`src/rtl/pfwp_pkg.sv`:
```
package pfwp_pkg;

    typedef enum logic [1:0] {
        ST_NORMAL  = 2'd0,
        ST_DRAIN   = 2'd1,
        ST_PROTECT = 2'd2,
        ST_RECOVER = 2'd3
    } pf_state_e;

    typedef enum logic [1:0] {
        MD_IDLE    = 2'd0,
        MD_NODRIVE = 2'd1,
        MD_READ    = 2'd2,
        MD_WRITE   = 2'd3
    } acc_mode_e;

    typedef struct packed {
        logic ce_n;
        logic we_n;
        logic oe_n;
    } strobe_t;

    typedef struct packed {
        logic ce_n;
        logic we_n;
        logic drive;
    } array_ctl_t;

    localparam array_ctl_t CTL_BLOCKED = '{ce_n: 1'b1, we_n: 1'b1, drive: 1'b0};

    function automatic acc_mode_e decode_mode(strobe_t s);
        if (s.ce_n)      return MD_IDLE;
        else if (!s.we_n) return MD_WRITE;
        else if (!s.oe_n) return MD_READ;
        else             return MD_NODRIVE;
    endfunction

    function automatic array_ctl_t ctl_for_mode(acc_mode_e m);
        array_ctl_t c;
        case (m)
            MD_NODRIVE: c = '{ce_n: 1'b0, we_n: 1'b1, drive: 1'b0};
            MD_READ:    c = '{ce_n: 1'b0, we_n: 1'b1, drive: 1'b1};
            MD_WRITE:   c = '{ce_n: 1'b0, we_n: 1'b0, drive: 1'b0};
            default:    c = CTL_BLOCKED;
        endcase
        return c;
    endfunction

endpackage

```
`src/rtl/pfwp_decode.sv`:
```
module pfwp_decode
    import pfwp_pkg::*;
(
    input  strobe_t    strb,
    output array_ctl_t ctl
);
    acc_mode_e mode;

    always_comb begin
        mode = decode_mode(strb);
        ctl  = ctl_for_mode(mode);
    end
endmodule

```
`src/rtl/pfwp_timer.sv`:
```
module pfwp_timer #(
    parameter int CW = 8
) (
    input  logic          clk,
    input  logic          rst,
    input  logic          load,
    input  logic [CW-1:0] load_val,
    input  logic          dec,
    output logic          zero
);
    logic [CW-1:0] cnt_q;

    always_ff @(posedge clk) begin
        if (rst)                     cnt_q <= '0;
        else if (load)               cnt_q <= load_val;
        else if (dec && cnt_q != '0) cnt_q <= cnt_q - 1'b1;
    end

    assign zero = (cnt_q == '0);
endmodule

```
`src/rtl/pfwp_fsm.sv`:
```
module pfwp_fsm
    import pfwp_pkg::*;
#(
    parameter int CW       = 8,
    parameter int WPT_LOAD = 0,
    parameter int CER_LOAD = 0
) (
    input  logic          clk,
    input  logic          rst,
    input  logic          pwr_fail,
    input  logic          ce_n,
    input  logic          tmr_zero,
    output logic          tmr_load,
    output logic [CW-1:0] tmr_val,
    output logic          tmr_dec,
    output pf_state_e     state
);
    localparam logic [CW-1:0] WPT_V = CW'(WPT_LOAD);
    localparam logic [CW-1:0] CER_V = CW'(CER_LOAD);

    pf_state_e nxt;

    always_comb begin
        nxt      = state;
        tmr_load = 1'b0;
        tmr_val  = '0;
        tmr_dec  = 1'b0;
        case (state)
            ST_NORMAL: if (pwr_fail) begin
                if (!ce_n) begin
                    nxt      = ST_DRAIN;
                    tmr_load = 1'b1;
                    tmr_val  = WPT_V;
                end else begin
                    nxt = ST_PROTECT;
                end
            end
            ST_DRAIN: begin
                if (ce_n || tmr_zero) nxt = ST_PROTECT;
                else                  tmr_dec = 1'b1;
            end
            ST_PROTECT: if (!pwr_fail) begin
                nxt      = ST_RECOVER;
                tmr_load = 1'b1;
                tmr_val  = CER_V;
            end
            default: begin
                if (pwr_fail)      nxt = ST_PROTECT;
                else if (tmr_zero) nxt = ST_NORMAL;
                else               tmr_dec = 1'b1;
            end
        endcase
    end

    always_ff @(posedge clk) begin
        if (rst) state <= ST_PROTECT;
        else     state <= nxt;
    end
endmodule

```
`src/rtl/pfwp_ctrl.sv`:
```
module pfwp_ctrl
    import pfwp_pkg::*;
#(
    parameter int CLK_KHZ    = 1000,
    parameter bit USE_5V     = 1'b1,
    parameter int CER_MS_5V  = 120,
    parameter int CER_MS_3V3 = 85,
    parameter int T_WPT      = 16
) (
    input  logic clk,
    input  logic rst,
    input  logic pwr_fail,
    input  logic ce_n,
    input  logic we_n,
    input  logic oe_n,
    output logic arr_ce_n,
    output logic arr_we_n,
    output logic dq_oe,
    output logic protect,
    output logic backup_en
);
    localparam int T_CER = CLK_KHZ * (USE_5V ? CER_MS_5V : CER_MS_3V3);
    localparam int T_MAX = (T_CER > T_WPT) ? T_CER : T_WPT;
    localparam int CW    = $clog2(T_MAX + 1);

    pf_state_e     state;
    array_ctl_t    dec_ctl;
    array_ctl_t    out_ctl;
    logic          tmr_load;
    logic          tmr_dec;
    logic          tmr_zero;
    logic [CW-1:0] tmr_val;
    logic          armed_q;

    pfwp_decode u_dec (
        .strb ('{ce_n: ce_n, we_n: we_n, oe_n: oe_n}),
        .ctl  (dec_ctl)
    );

    pfwp_timer #(.CW(CW)) u_tmr (
        .clk      (clk),
        .rst      (rst),
        .load     (tmr_load),
        .load_val (tmr_val),
        .dec      (tmr_dec),
        .zero     (tmr_zero)
    );

    pfwp_fsm #(
        .CW       (CW),
        .WPT_LOAD (T_WPT - 1),
        .CER_LOAD (T_CER - 1)
    ) u_fsm (
        .clk      (clk),
        .rst      (rst),
        .pwr_fail (pwr_fail),
        .ce_n     (ce_n),
        .tmr_zero (tmr_zero),
        .tmr_load (tmr_load),
        .tmr_val  (tmr_val),
        .tmr_dec  (tmr_dec),
        .state    (state)
    );

    always_ff @(posedge clk) begin
        if (rst)            armed_q <= 1'b0;
        else if (!pwr_fail) armed_q <= 1'b1;
    end

    always_comb begin
        protect = (state == ST_PROTECT) || (state == ST_RECOVER);
        out_ctl = protect ? CTL_BLOCKED : dec_ctl;
    end

    assign arr_ce_n  = out_ctl.ce_n;
    assign arr_we_n  = out_ctl.we_n;
    assign dq_oe     = out_ctl.drive;
    assign backup_en = armed_q;
endmodule

```
`config.mk`:
```
export PLATFORM = sky130hd
export DESIGN_NAME = pfwp_ctrl
export DESIGN_NICKNAME = d
export VERILOG_FILES = /design/src/rtl/pfwp_pkg.sv /design/src/rtl/pfwp_decode.sv /design/src/rtl/pfwp_timer.sv /design/src/rtl/pfwp_fsm.sv /design/src/rtl/pfwp_ctrl.sv
export SDC_FILE = /design/constraint.sdc
export NUM_CORES = 1
export LEC_CHECK = 0
export BUFFER_PORTS_ARGS = -buffer_cell sky130_fd_sc_hd__clkbuf_2
export CAP_MARGIN = 20
export CELL_PAD_IN_SITES_DETAIL_PLACEMENT = 1
export CELL_PAD_IN_SITES_GLOBAL_PLACEMENT = 1
export CORE_ASPECT_RATIO = 1.2
export CORE_UTILIZATION = 40
export DETAILED_ROUTE_END_ITERATION = 16
export HOLD_SLACK_MARGIN = 0.15
export PLACE_DENSITY_LB_ADDON = 0.1
export SETUP_SLACK_MARGIN = 0.4
export SLEW_MARGIN = 20
export SYNTH_ARGS = -nofsm -noshare
export SYNTH_HDL_FRONTEND = slang
export SYNTH_HIERARCHICAL = 1
export SYNTH_SLANG_ARGS = --single-unit
```
`constraint.sdc`:
```
create_clock -name clk -period 3 [get_ports clk]
set_input_delay 0.6 -clock clk [delete_from_list [all_inputs] [get_ports clk]]
set_output_delay 0.6 -clock clk [all_outputs]
set_load 0.02 [all_outputs]
```
* Word level (Yosys, flattened, before mapping)
Index checks and enable logic that the tools add are counted.
** Operators by class
- Add/sub/neg operators :: 1
- Eq/ne operators :: 9
- Multiplexer cells :: 26
- Reduce and logical (&&, ||, !) cells :: 10
** Operators with widths (count)
- two-way mux 17 bit :: 4
- case mux 17 bit (2 select lines) :: 1
- two-way mux 2 bit :: 9
- zero test 17 bit :: 1
- nonzero test 17 bit :: 1
- subtractor 17 x 1 -> 17 bit, second input constant :: 1
- case mux 3 bit (3 select lines) :: 1
- equality test 2 bit, second input constant :: 4
- two-way mux 1 bit :: 6
- case mux 2 bit (3 select lines) :: 1
- equality test 2 x 1 -> 1 bit, second input constant :: 2
- two-way mux 4 bit :: 1
- != test 2 bit, second input constant :: 2
- case mux 1 bit (2 select lines) :: 2
- AND reduction 4 bit :: 1
- nonzero test 4 bit :: 1
- two-way mux 3 bit :: 1
- zero test 2 bit :: 1
- logical OR 1 bit :: 2
- != test 2 x 1 -> 1 bit, second input constant :: 1
- nonzero test 2 bit :: 1
- OR reduction 2 bit :: 1
- logical AND 1 bit :: 1
** Storage, ports and cells
- Bits in registers :: 20
- Input bits :: 6
- Output and inout bits :: 5
- Word-level logic and storage cells :: 49

* Logic depth before layout (Yosys ltp)
Gate-level depths: netlist of the first run.
- Depth in word-level cells :: 7
- Depth in mapped cells :: 12
- Mapped depth without buffers :: 11

* Hierarchy
Netlist of the first run, hierarchy kept.
** By module, submodules not included
- pfwp_timer :: instances 1, cells each 138, area each 1101.1 µm², sequential area each 340.3 µm²
- pfwp_fsm :: instances 1, cells each 44, area each 355.3 µm², sequential area each 40.0 µm²
- pfwp_ctrl :: instances 1, cells each 7, area each 51.3 µm², sequential area each 20.0 µm²
- pfwp_decode :: instances 1, cells each 3, area each 17.5 µm², sequential area each 0.0 µm²

* Least setup slack after synthesis of the first run
OpenSTA, ideal clock, no wires.
- Path kind :: reg2reg
- Start point :: register u_tmr.cnt_q[13]
- End point :: register u_tmr.cnt_q[13]
- Setup time :: 91 ps
- Arrival :: 2954 ps
- Data required time :: 2909 ps
- Path slack :: -45 ps
- Cell stages (with the launch flop) :: 13
- Path buffers :: 2
- Clock period less this slack :: 3045 ps
- Path through :: dfxtp_1 or4_1 or3_1 clkbuf_1 nor3_1 nor2_1 nand2_1 o22ai_1 or4b_4 or2_0 clkbuf_1 or4_1 a311oi_1
** Between the ends
- Cells in the longest elaborated chain, start to end :: 6
- Elaborated cells between the ends (all ways) :: 12
- Classes of those cells :: add/sub (1); mux (6); reduce/logical (5)
** RTL lines
- start, declared :: line pfwp_timer.sv:11 : logic [CW-1:0] cnt_q;
- start signal, assigned :: line pfwp_timer.sv:15 : else if (load) cnt_q <= load_val;
- start signal, assigned :: line pfwp_timer.sv:16 : else if (dec && cnt_q != '0) cnt_q <= cnt_q - 1'b1;
- zero test 17 bit * :: line pfwp_timer.sv:19 : assign zero = (cnt_q == '0);
- named net tmr_zero :: line pfwp_ctrl.sv:31 : logic tmr_zero;
- two-way mux 1 bit / logical OR 1 bit (equally long branches) :: line pfwp_fsm.sv:49, pfwp_fsm.sv:39
- two-way mux 1 bit, on equally long branches :: line pfwp_fsm.sv:48, pfwp_fsm.sv:39
- case mux 1 bit (2 select lines) * :: line pfwp_fsm.sv:28 : case (state)
- named net tmr_dec :: line pfwp_ctrl.sv:30 : logic tmr_dec;
- logical AND 1 bit * :: line pfwp_timer.sv:16
- nonzero test 2 bit (no line) *
Mark *: on every way through the listed nets, which the timed path passes. The rest lies on a longest branch. The select of a mux whose other input is x is not followed.
A chain may end at the register's enable or synchronous reset.

* Final worst setup path of the first run
- Start point :: register u_tmr.cnt_q[0]
- End point :: register u_tmr.cnt_q[13]
The elaborated chain is that of the path after synthesis.

==> results of run 1 <==
power by group through the flow:
| stage | sequential [mW] | combinational (mW) | clock, mW |
|---|---|---|---|
| finish | 0.460 | 1.10 | 0.213 |
| global route | 0.472 | 1.19 | 0.235 |
| CTS | 0.453 | 0.941 | 0.221 |
| detailed placement | 0.457 | 0.902 | 0 |
| global placement | 0.449 | 0.878 | 0 |
| floorplan | 0.442 | 0.726 | 0 |
stage by stage:
stage | std cells | cell area, um^2 | setup slack [ps]
floorplan | 196 | 1570 | 188
finish | 257 | 1830 | 243
detailed placement | 241 | 1600 | 117
CTS | 249 | 1700 | 275
global placement | 241 | 1600 | 237
global route | 257 | 1830 | 161
sequential cells by signal, summed over array words and instances, names as in the netlist:
signal       flops
u_fsm/state      2
u_tmr/cnt_q     17
backup_en        1
worst max-delay path: stages, from the launching register on:
cell and delay [ps]:
dfxtp_2 340, inv_2 50, ha_4 160, or4b_4 210, nor3_4 40, nor2_1 80, nand2_1 80, o22ai_2 210
or4b_4 530, or2_4 270, or4_4 420, a311oi_2 260
timing repair:
action                     CTS  global route
cloned                       0             0
setup endpoints to repair   12            18
pin swaps                    5            18
gates resized for setup      6            18
setup buffers                4             8
cells in the final DEF, fill, tap and decap left out, types with 3 or more instances in the layout:
cell type / Yosys / layout
conb_1: 1 / 5
or3_1: 4 / 3
dfxtp_2: 0 / 5
or4_4: 2 / 4
or2_1: 4 / 3
a211oi_1: 4 / 4
nand2_1: 5 / 5
ha_1: 6 / 5
nor4_1: 5 / 4
clkbuf_2: 0 / 10
a21oi_1: 11 / 10
clkbuf_8: 0 / 4
a311oi_2: 0 / 3
nand4b_1: 3 / 3
nand4_1: 3 / 3
buf_4: 16 / 23
nand2b_1: 3 / 3
a221oi_1: 5 / 5
o31ai_2: 0 / 3
nor2_1: 15 / 14
nor3_1: 7 / 6
o31ai_1: 7 / 4
inv_1: 13 / 11
dfxtp_1: 20 / 13
a311oi_1: 8 / 5
synth_stat cells, types with 3 or more instances:
cell type / count / area [um^2]
dfxtp_1: 20 / 400
buf_4: 16 / 120
nor2_1: 15 / 56.3
inv_1: 13 / 48.8
a21oi_1: 11 / 55.1
clkbuf_1: 11 / 41.3
a311oi_1: 8 / 70.1
nor3_1: 7 / 35.0
o31ai_1: 7 / 52.6
ha_1: 6 / 75.1
a221oi_1: 5 / 43.8
nand2_1: 5 / 18.8
nor4_1: 5 / 31.3
a211oi_1: 4 / 30.0
or2_1: 4 / 25.0
or3_1: 4 / 25.0
nand2b_1: 3 / 18.8
nand4_1: 3 / 18.8
nand4b_1: 3 / 26.3
o21ai_0: 3 / 15.0
or4_1: 3 / 22.5
cells by family after synthesis:
| kind of cell | after synthesis | share of synthesized area (%) |
|---|---|---|
| buffers and inverters | 42 | 14.3 |
| AND/OR/NAND/NOR | 68 | 27.4 |
| AO/OA/AOI/OAI | 54 | 26.0 |
| multiplexers | 1 | 0.902 |
| other | 1 | 0.246 |
| flip-flops | 20 | 26.3 |
| adder cells (fa/ha/maj) | 6 | 4.92 |
final cells by class:
class	instances	area, um^2	share of cell area (%)
Timing Repair Buffer	33	223	12.1
Sequential cell	20	414	22.6
Inverter	14	52.6	2.86
Tap cell	52	65.1	3.55
Multi-Input combinational cell	134	1020	55.9
Clock buffer	4	55.1	3.00
per-layer routing:
layer  global-route usage [%]  vias to the layer above  share of wire, %
met1                     28.7                      749                44
li1                         -                      737                 -
met2                     42.5                       14                52
met5                        0                        -                 0
met3                     2.24                        8               1.7
met4                     6.61                        0               2.9
final timing paths:
kind | endpoint
worst min register to register | backup_en
worst min-delay path | backup_en
worst max-delay path | u_tmr/cnt_q[13]
worst max register to register | u_tmr/cnt_q[13]
==> flow_summary.toml, run 1 <==
[final_layout]
fill_cells = 453
diodes = 0
area_growth_pct = 20.3
utilization_pct = 50.5
fin_nets = 218
drive_above_1_share_pct = 34.6

[timing]
skew_ps = 2.83
fin_crit_ps = 2760
fmax_mhz = 363
final-setup-viol-count = 0
max_slew.worst_pin.slew_ps = 765
finalSetupTns_ps = 0
hold_slack_ps = 462
slew_headroom_pct = 48.9
finalCritPeriodShare_pct = 91.9
finalHoldViolations = 0
final-max-slew-violation-count = 0
rsz0062_at_grt = "true"

[synth]
ys_ff_latch = 20
synthCells = 192
syn_area_per_cell_um2 = 7.94
synth_edf_count = 0
synth_warnings = 6
synth_ff_type = "dfxtp_1"
netlist_area_um2 = 1530
yosysUniqueCellTypes = 52
seq_area_frac_synth_pct = 26.3
async_flop_share_pct = 0

[worst_setup_path]
startpoint = "u_tmr/cnt_q[0]"
arrival_ps = 2920
cp-end-kind = "flop"
cp-start-kind = "flop"
ff2ff_setup_slack_ps = 240
path_class = "flop to flop"
r2r_cells = 11
timing.rr.start = "u_tmr/cnt_q[0]"
crit_required_ps = 3170
path_max_fanout = 4

[detailed_routing]
drt_pass1_iterations = 4
drc = 0
drtIter0Drc = 29
routed_wl_mm = 4.60
avgRoutedWirePerCell_um = 17.9
vias_per_cell = 5.87
postRouteAntennaNets = 0
via_count = 1508

[global_routing]
grt.overflow.total = 0
track_usage_pct = 23.5
grt_pass1_vias = 1535
grt_antenna_before_repair = 0
grt_pass1_wl_mm = 7.44
grt_max_degree = 24

[clock_tree]
cts_buffer_depth = 2
clockRootBuffer = "clkbuf_8"
numCtsBuffers = 3
cts-hold-fix-buffers = 0
tritoncts = "done"
clk_pin_slew_worst_paths_ps = 80
h-tree-depth = 1
clkSinkCount = 20
clock_latency_ps = 260

[min_path]
min_path_cells = 2
hold_path.class = "flop to flop"
hold_start = "backup_en"

[power_and_ir_drop]
power.leakage_nw = 0.685
cellPowerDensity_nw_per_um2 = 968
seq_power_share_pct = 25.9
p_clk_share_pct = 12.0
max-vdd-ir-drop_v = 0.000406
p_sw_mw = 0.818
combPwrFrac_pct = 62.1
power_mw = 1.78
power_switching_share_pct = 46.0
p_int_mw = 0.959

[floorplan]
start_util_pct = 42.0
die-area_um2 = 4070
io_pins = 11
row_count = 24
die_x_um = 58.4
die_h_um = 69.6
core_area_um2 = 3630

[outcome]
outcome = "completed"

[placement]
portBuffers = 10
gp_congestion = 0.902
dp_hpwl_mm = 3.15

[run]
cap_viol_max_count = 0
No activity file was read; power rests on OpenSTA's default activity.
==> run 2, diff against run 1 <==
--- a/config.mk
+++ b/config.mk
@@ -10,7 +10,7 @@
 export CELL_PAD_IN_SITES_DETAIL_PLACEMENT = 1
 export CELL_PAD_IN_SITES_GLOBAL_PLACEMENT = 1
 export CORE_ASPECT_RATIO = 1.2
-export CORE_UTILIZATION = 40
+export CORE_UTILIZATION = 39
 export DETAILED_ROUTE_END_ITERATION = 16
 export HOLD_SLACK_MARGIN = 0.15
 export PLACE_DENSITY_LB_ADDON = 0.1
==> run 2 against run 1 <==
Compared with the run above:
- via count is 4.6% higher
- count of clock-buffer cells in the layout down 1
- final area increased by 3.9%
- worst hold slack got worse by 11 ps
- combinational power increased by 7%
- register-to-register slack improved by 70 ps
- non-clock buffer count is 5 higher
- clock skew barely moved
- first-iteration DRC count rose by 38%
==> flow_summary.toml, run 2 (synthesis results as in run 1) <==
[clock_tree]
clk_pin_slew_worst_paths_ps = 80
clkSinkCount = 20
cts_buffer_depth = 2
tritoncts = "done"
cts-hold-fix-buffers = 0
clockRootBuffer = "clkbuf_8"
clock_latency_ps = 260
h-tree-depth = 1
numCtsBuffers = 3

[worst_setup_path]
arrival_ps = 2840
ff2ff_setup_slack_ps = 320
path_max_fanout = 6
path_class = "flop to flop"
cp-end-kind = "flop"
cp-start-kind = "flop"
crit_required_ps = 3150

[final_layout]
diodes = 0
fin_nets = 223
mostFrequentLayoutCell = "buf_4"
instances_no_fill = 261
post-route-cell-area_um2 = 1910
top_register = "u_tmr/cnt_q"
mostFrequentLayoutCells = "26 x buf_4, 13 x nor2_1, 12 x dfxtp_1, 11 x inv_1, 11 x a21oi_1"
drive_above_1_share_pct = 37.3
utilization_pct = 51.6
area_growth_pct = 24.9
largest_reg_flops = 17

[placement]
place_inst = 241
gp_congestion = 0.871
placed_area_um2 = 1600
portBuffers = 10
dp_hpwl_mm = 3.17

[run]
cap_viol_max_count = 0

[detailed_routing]
drc = 0
vias_per_cell = 6.04
avgRoutedWirePerCell_um = 18.8
postRouteAntennaNets = 0
via_count = 1577
drtIter0Drc = 40
drt_pass1_iterations = 4
routed_wl_mm = 4.92

[power_and_ir_drop]
power_mw = 1.82
power_switching_share_pct = 47.1
p_sw_mw = 0.858
cellPowerDensity_nw_per_um2 = 956
p_clk_share_pct = 10.1
power.leakage_nw = 0.711
p_int_mw = 0.964
seq_power_share_pct = 25.2
max-vdd-ir-drop_v = 0.000382
combPwrFrac_pct = 64.7

[global_routing]
grt_antenna_before_repair = 0
grt.overflow.total = 0
grt_pass1_vias = 1518
track_usage_pct = 23.9
grt_pass1_wl_mm = 7.65
grt_max_degree = 24

[min_path]
hold_path.class = "flop to flop"

[floorplan]
row_count = 24
die-area_um2 = 4170
io_pins = 11
core_area_um2 = 3690
start_util_pct = 41.3
die_h_um = 70.5
die_x_um = 59.1

[timing]
finalSetupTns_ps = 0
finalHoldViolations = 0
slew_headroom_pct = 46.3
finalCritPeriodShare_pct = 89.5
max_slew.worst_pin.slew_ps = 804
skew_ps = 2.54
fmax_mhz = 372
final-max-slew-violation-count = 0
rsz0062_at_grt = "true"
final-setup-viol-count = 0
fin_crit_ps = 2680

[outcome]
outcome = "completed"
run 2: final cells by class:
class | instances | area, um^2
clock buffer | 3 | 41.3
fill | 446 | 1790
inverter | 14 | 52.6
multi-input combinational | 134 | 1060
sequential | 20 | 418
tap | 52 | 65.1
timing repair buffer | 38 | 268
run 2: metal layers:
| layer | up-vias | wire length, um | GRT usage [%] | part of all wire, % |
|---|---|---|---|---|
| li1 | 743 | - | - | - |
| met1 | 780 | 2070 | 31.3 | 42 |
| met2 | 41 | 2580 | 40.7 | 52 |
| met3 | 13 | 146 | 3.15 | 3.0 |
| met4 | 0 | 127 | 5.82 | 2.6 |
| met5 | - | 0 | 0 | 0 |
run 2: worst paths after layout:
check,startpoint,endpoint,depth (start not counted)
setup / recovery,u_tmr/cnt_q[15],u_tmr/cnt_q[6],11
hold / removal,backup_en,backup_en,2
setup reg to reg,u_tmr/cnt_q[15],u_tmr/cnt_q[6],11
hold reg to reg,backup_en,backup_en,2
run 2: what timing repair did:
action	4_1_cts	5_1_grt
endpoints found under the setup margin	13	13
buffers inserted	8	9
resized for setup	11	22
pin swaps	8	17
run 2: worst max-delay path, cell delays in order, from the launching register on:
cell and delay [ps]:
dfxtp_4 360, or4_4 530, or3_4 400, nor3_4 210
nor2_2 50, nand2_2 90, o22ai_4 80, buf_4 150
nand4bb_1 130, or2_4 200, a211oi_1 60, o311a_1 300
run 2: power groups by stage:
| stage | combinational (mW) | sequential [mW] | clock, mW |
|---|---|---|---|
| floorplan | 0.726 | 0.442 | 0 |
| global placement | 0.885 | 0.451 | 0 |
| detailed placement | 0.910 | 0.455 | 0 |
| CTS | 1.02 | 0.450 | 0.191 |
| global route | 1.28 | 0.470 | 0.199 |
| finish | 1.18 | 0.459 | 0.184 |
run 2: through the flow:
| stage | worst slack, ps | hold slack, ps |
|---|---|---|
| 6_report | 315 | 451 |
| 5_1_grt | 213 | 492 |
| 3_5_place_dp | 105 | 447 |
| 2_1_floorplan | 188 | 484 |
| 4_1_cts | 298 | 460 |
| 3_3_place_gp | 193 | 434 |
==> run 3, diff against run 2 <==
--- a/config.mk
+++ b/config.mk
@@ -14,6 +14,7 @@
 export DETAILED_ROUTE_END_ITERATION = 16
 export HOLD_SLACK_MARGIN = 0.15
 export PLACE_DENSITY_LB_ADDON = 0.1
+export RECOVER_POWER = 100
 export SETUP_SLACK_MARGIN = 0.4
 export SLEW_MARGIN = 20
 export SYNTH_ARGS = -nofsm -noshare
==> run 3 against run 2 <==
Compared with the run above:
- total power down 1.0%
- cell count unchanged
- core utilization is 0.61 points lower
- via count rose by 0.57%
- sequential power barely moved
- first-iteration DRC count increased by 5.0%
- final area decreased by 1.2%
==> flow_summary.toml, run 3 (synthesis results as in run 1) <==
[outcome]
outcome = "completed"

[worst_setup_path]
timing.rr.start = "u_tmr/cnt_q[15]"
slowest_stage = "or4_4"
path_cells = "or4_4, or3_4, nor3_1, buf_4, o22ai_4, or4b_4, or2_4, buf_6, o41ai_4, a311oi_1"
r2r_cells = 10
cp-end-kind = "flop"
slowest_delay_ps = 550
worstSetupEndpoint = "u_tmr/cnt_q[7]"
cp-start-kind = "flop"
ff2ff_setup_slack_ps = 210
worstSetupPathDepth = 10
crit_required_ps = 3150
arrival_ps = 2940
critical_path_buf_inv_count = 2
path_max_fanout = 5
critPathTopFamily = "simple AND/OR/NAND/NOR gates"
timing.rr.end = "u_tmr/cnt_q[7]"
startpoint = "u_tmr/cnt_q[15]"
path_class = "flop to flop"

[global_routing]
grt_antenna_before_repair = 0
grt_max_degree = 24
grt.overflow.total = 0
grt_pass1_vias = 1518
grt_pass1_wl_mm = 7.65
track_usage_pct = 23.9

[floorplan]
die_h_um = 70.5
core_area_um2 = 3690
die-area_um2 = 4170
row_count = 24
start_util_pct = 41.3
io_pins = 11
die_x_um = 59.1

[final_layout]
drive_above_1_share_pct = 33.5
area_growth_pct = 23.5
post-route-cell-area_um2 = 1880
top_register = "u_tmr/cnt_q"
mostFrequentLayoutCell = "buf_4"
largest_reg_flops = 17
fin_nets = 223
diodes = 0
mostFrequentLayoutCells = "26 x buf_4, 14 x dfxtp_1, 13 x nor2_1, 11 x inv_1, 11 x a21oi_1"

[power_and_ir_drop]
cellPowerDensity_nw_per_um2 = 958
p_clk_share_pct = 10.1
p_sw_mw = 0.848
power.leakage_nw = 0.691
p_int_mw = 0.955
combPwrFrac_pct = 64.6
power_switching_share_pct = 47.0
max-vdd-ir-drop_v = 0.000371
seq_power_share_pct = 25.3

[detailed_routing]
vias_per_cell = 6.08
avgRoutedWirePerCell_um = 19.0
drc = 0
postRouteAntennaNets = 0
routed_wl_mm = 4.97
via_count = 1586
drt_pass1_iterations = 4
drtIter0Drc = 42

[timing]
max_slew.worst_pin.slew_ps = 1140
final-max-slew-violation-count = 0
finalCritPeriodShare_pct = 93.1
fin_crit_ps = 2790
final-setup-viol-count = 0
rsz0062_at_grt = "true"
finalHoldViolations = 0
slew_headroom_pct = 24.2
fmax_mhz = 358
finalSetupTns_ps = 0
skew_ps = 2.27

[clock_tree]
clock_latency_ps = 260
h-tree-depth = 1
cts_buffer_depth = 2
clkSinkCount = 20
tritoncts = "done"
clockRootBuffer = "clkbuf_8"
clk_pin_slew_worst_paths_ps = 80
numCtsBuffers = 3

[run]
cap_viol_max_count = 0

[placement]
placed_area_um2 = 1600
gp_congestion = 0.871
portBuffers = 10
dp_hpwl_mm = 3.17

[min_path]
hold_path.class = "flop to flop"
==> run 3: cell counts in the layout (fill, tap and decap cells not counted) <==
No cell type changed its count.
==> run 3: power groups by stage <==
stage          combinational (mW)  sequential (mW)  clock [mW]
6_report                     1.16            0.456       0.183
5_1_grt                      1.26            0.467       0.199
4_1_cts                      1.02            0.450       0.191
3_5_place_dp                0.910            0.455           0
3_3_place_gp                0.885            0.451           0
2_1_floorplan               0.726            0.442           0
==> run 3: worst min path at each step <==
| stage | start | endpoint | slack (ps) | cells after the start |
|---|---|---|---|---|
| 2_1_floorplan | u_tmr/cnt_q[16] | u_tmr/cnt_q[16] | 480 | 2 |
| 3_3_place_gp | backup_en | backup_en | 430 | 2 |
| 3_5_place_dp | backup_en | backup_en | 450 | 2 |
| 4_1_cts | backup_en | backup_en | 460 | 2 |
| 5_1_grt | backup_en | backup_en | 490 | 2 |
| 6_report | backup_en | backup_en | 450 | 2 |
==> run 3: what timing repair did <==
item | in CTS | in global routing
setup endpoints to repair | 13 | 13
gates resized for setup | 11 | 22
setup buffers | 8 | 9
cloned | 0 | 0
pin swaps | 8 | 17
hold buffers | 0 | 0
==> run 3: worst reg2reg max path: cells and delay by family (launching register included) <==
family | cells | cell delay, ps
compound gates | 3 | 430
flops | 1 | 350
buf+inv | 2 | 300
simple gates | 5 | 1590
==> run 3: area by class of cell <==
class / count / area (um^2)
flip-flops and latches: 20 / 413
clock buffers: 3 / 41.3
multi-input cells: 134 / 1050
repair buffers: 38 / 262
fillers: 452 / 1810
inverters: 14 / 52.6
well taps: 52 / 65.1
==> run 3: routing by layer <==
metal / part of all wire, % / up-vias / global-route usage [%]
met1: 42 / 792 / 31.3
met4: 2.5 / 0 / 5.82
li1: - / 740 / -
met3: 2.9 / 15 / 3.15
met2: 52 / 39 / 40.7
met5: 0 / - / 0
==> run 3: metrics by stage <==
step                utilization (%)  hold slack, ps  setup WS [ps]  std cells  power [mW]
detailed placement             43.3             447            105        241        1.37
finish                         51.0             450            206        261        1.80
floorplan                         -             484            188        196        1.17
CTS                            47.2             460            298        252        1.66
global placement               43.3             434            193        241        1.34
global route                   51.0             491           90.5        261        1.92
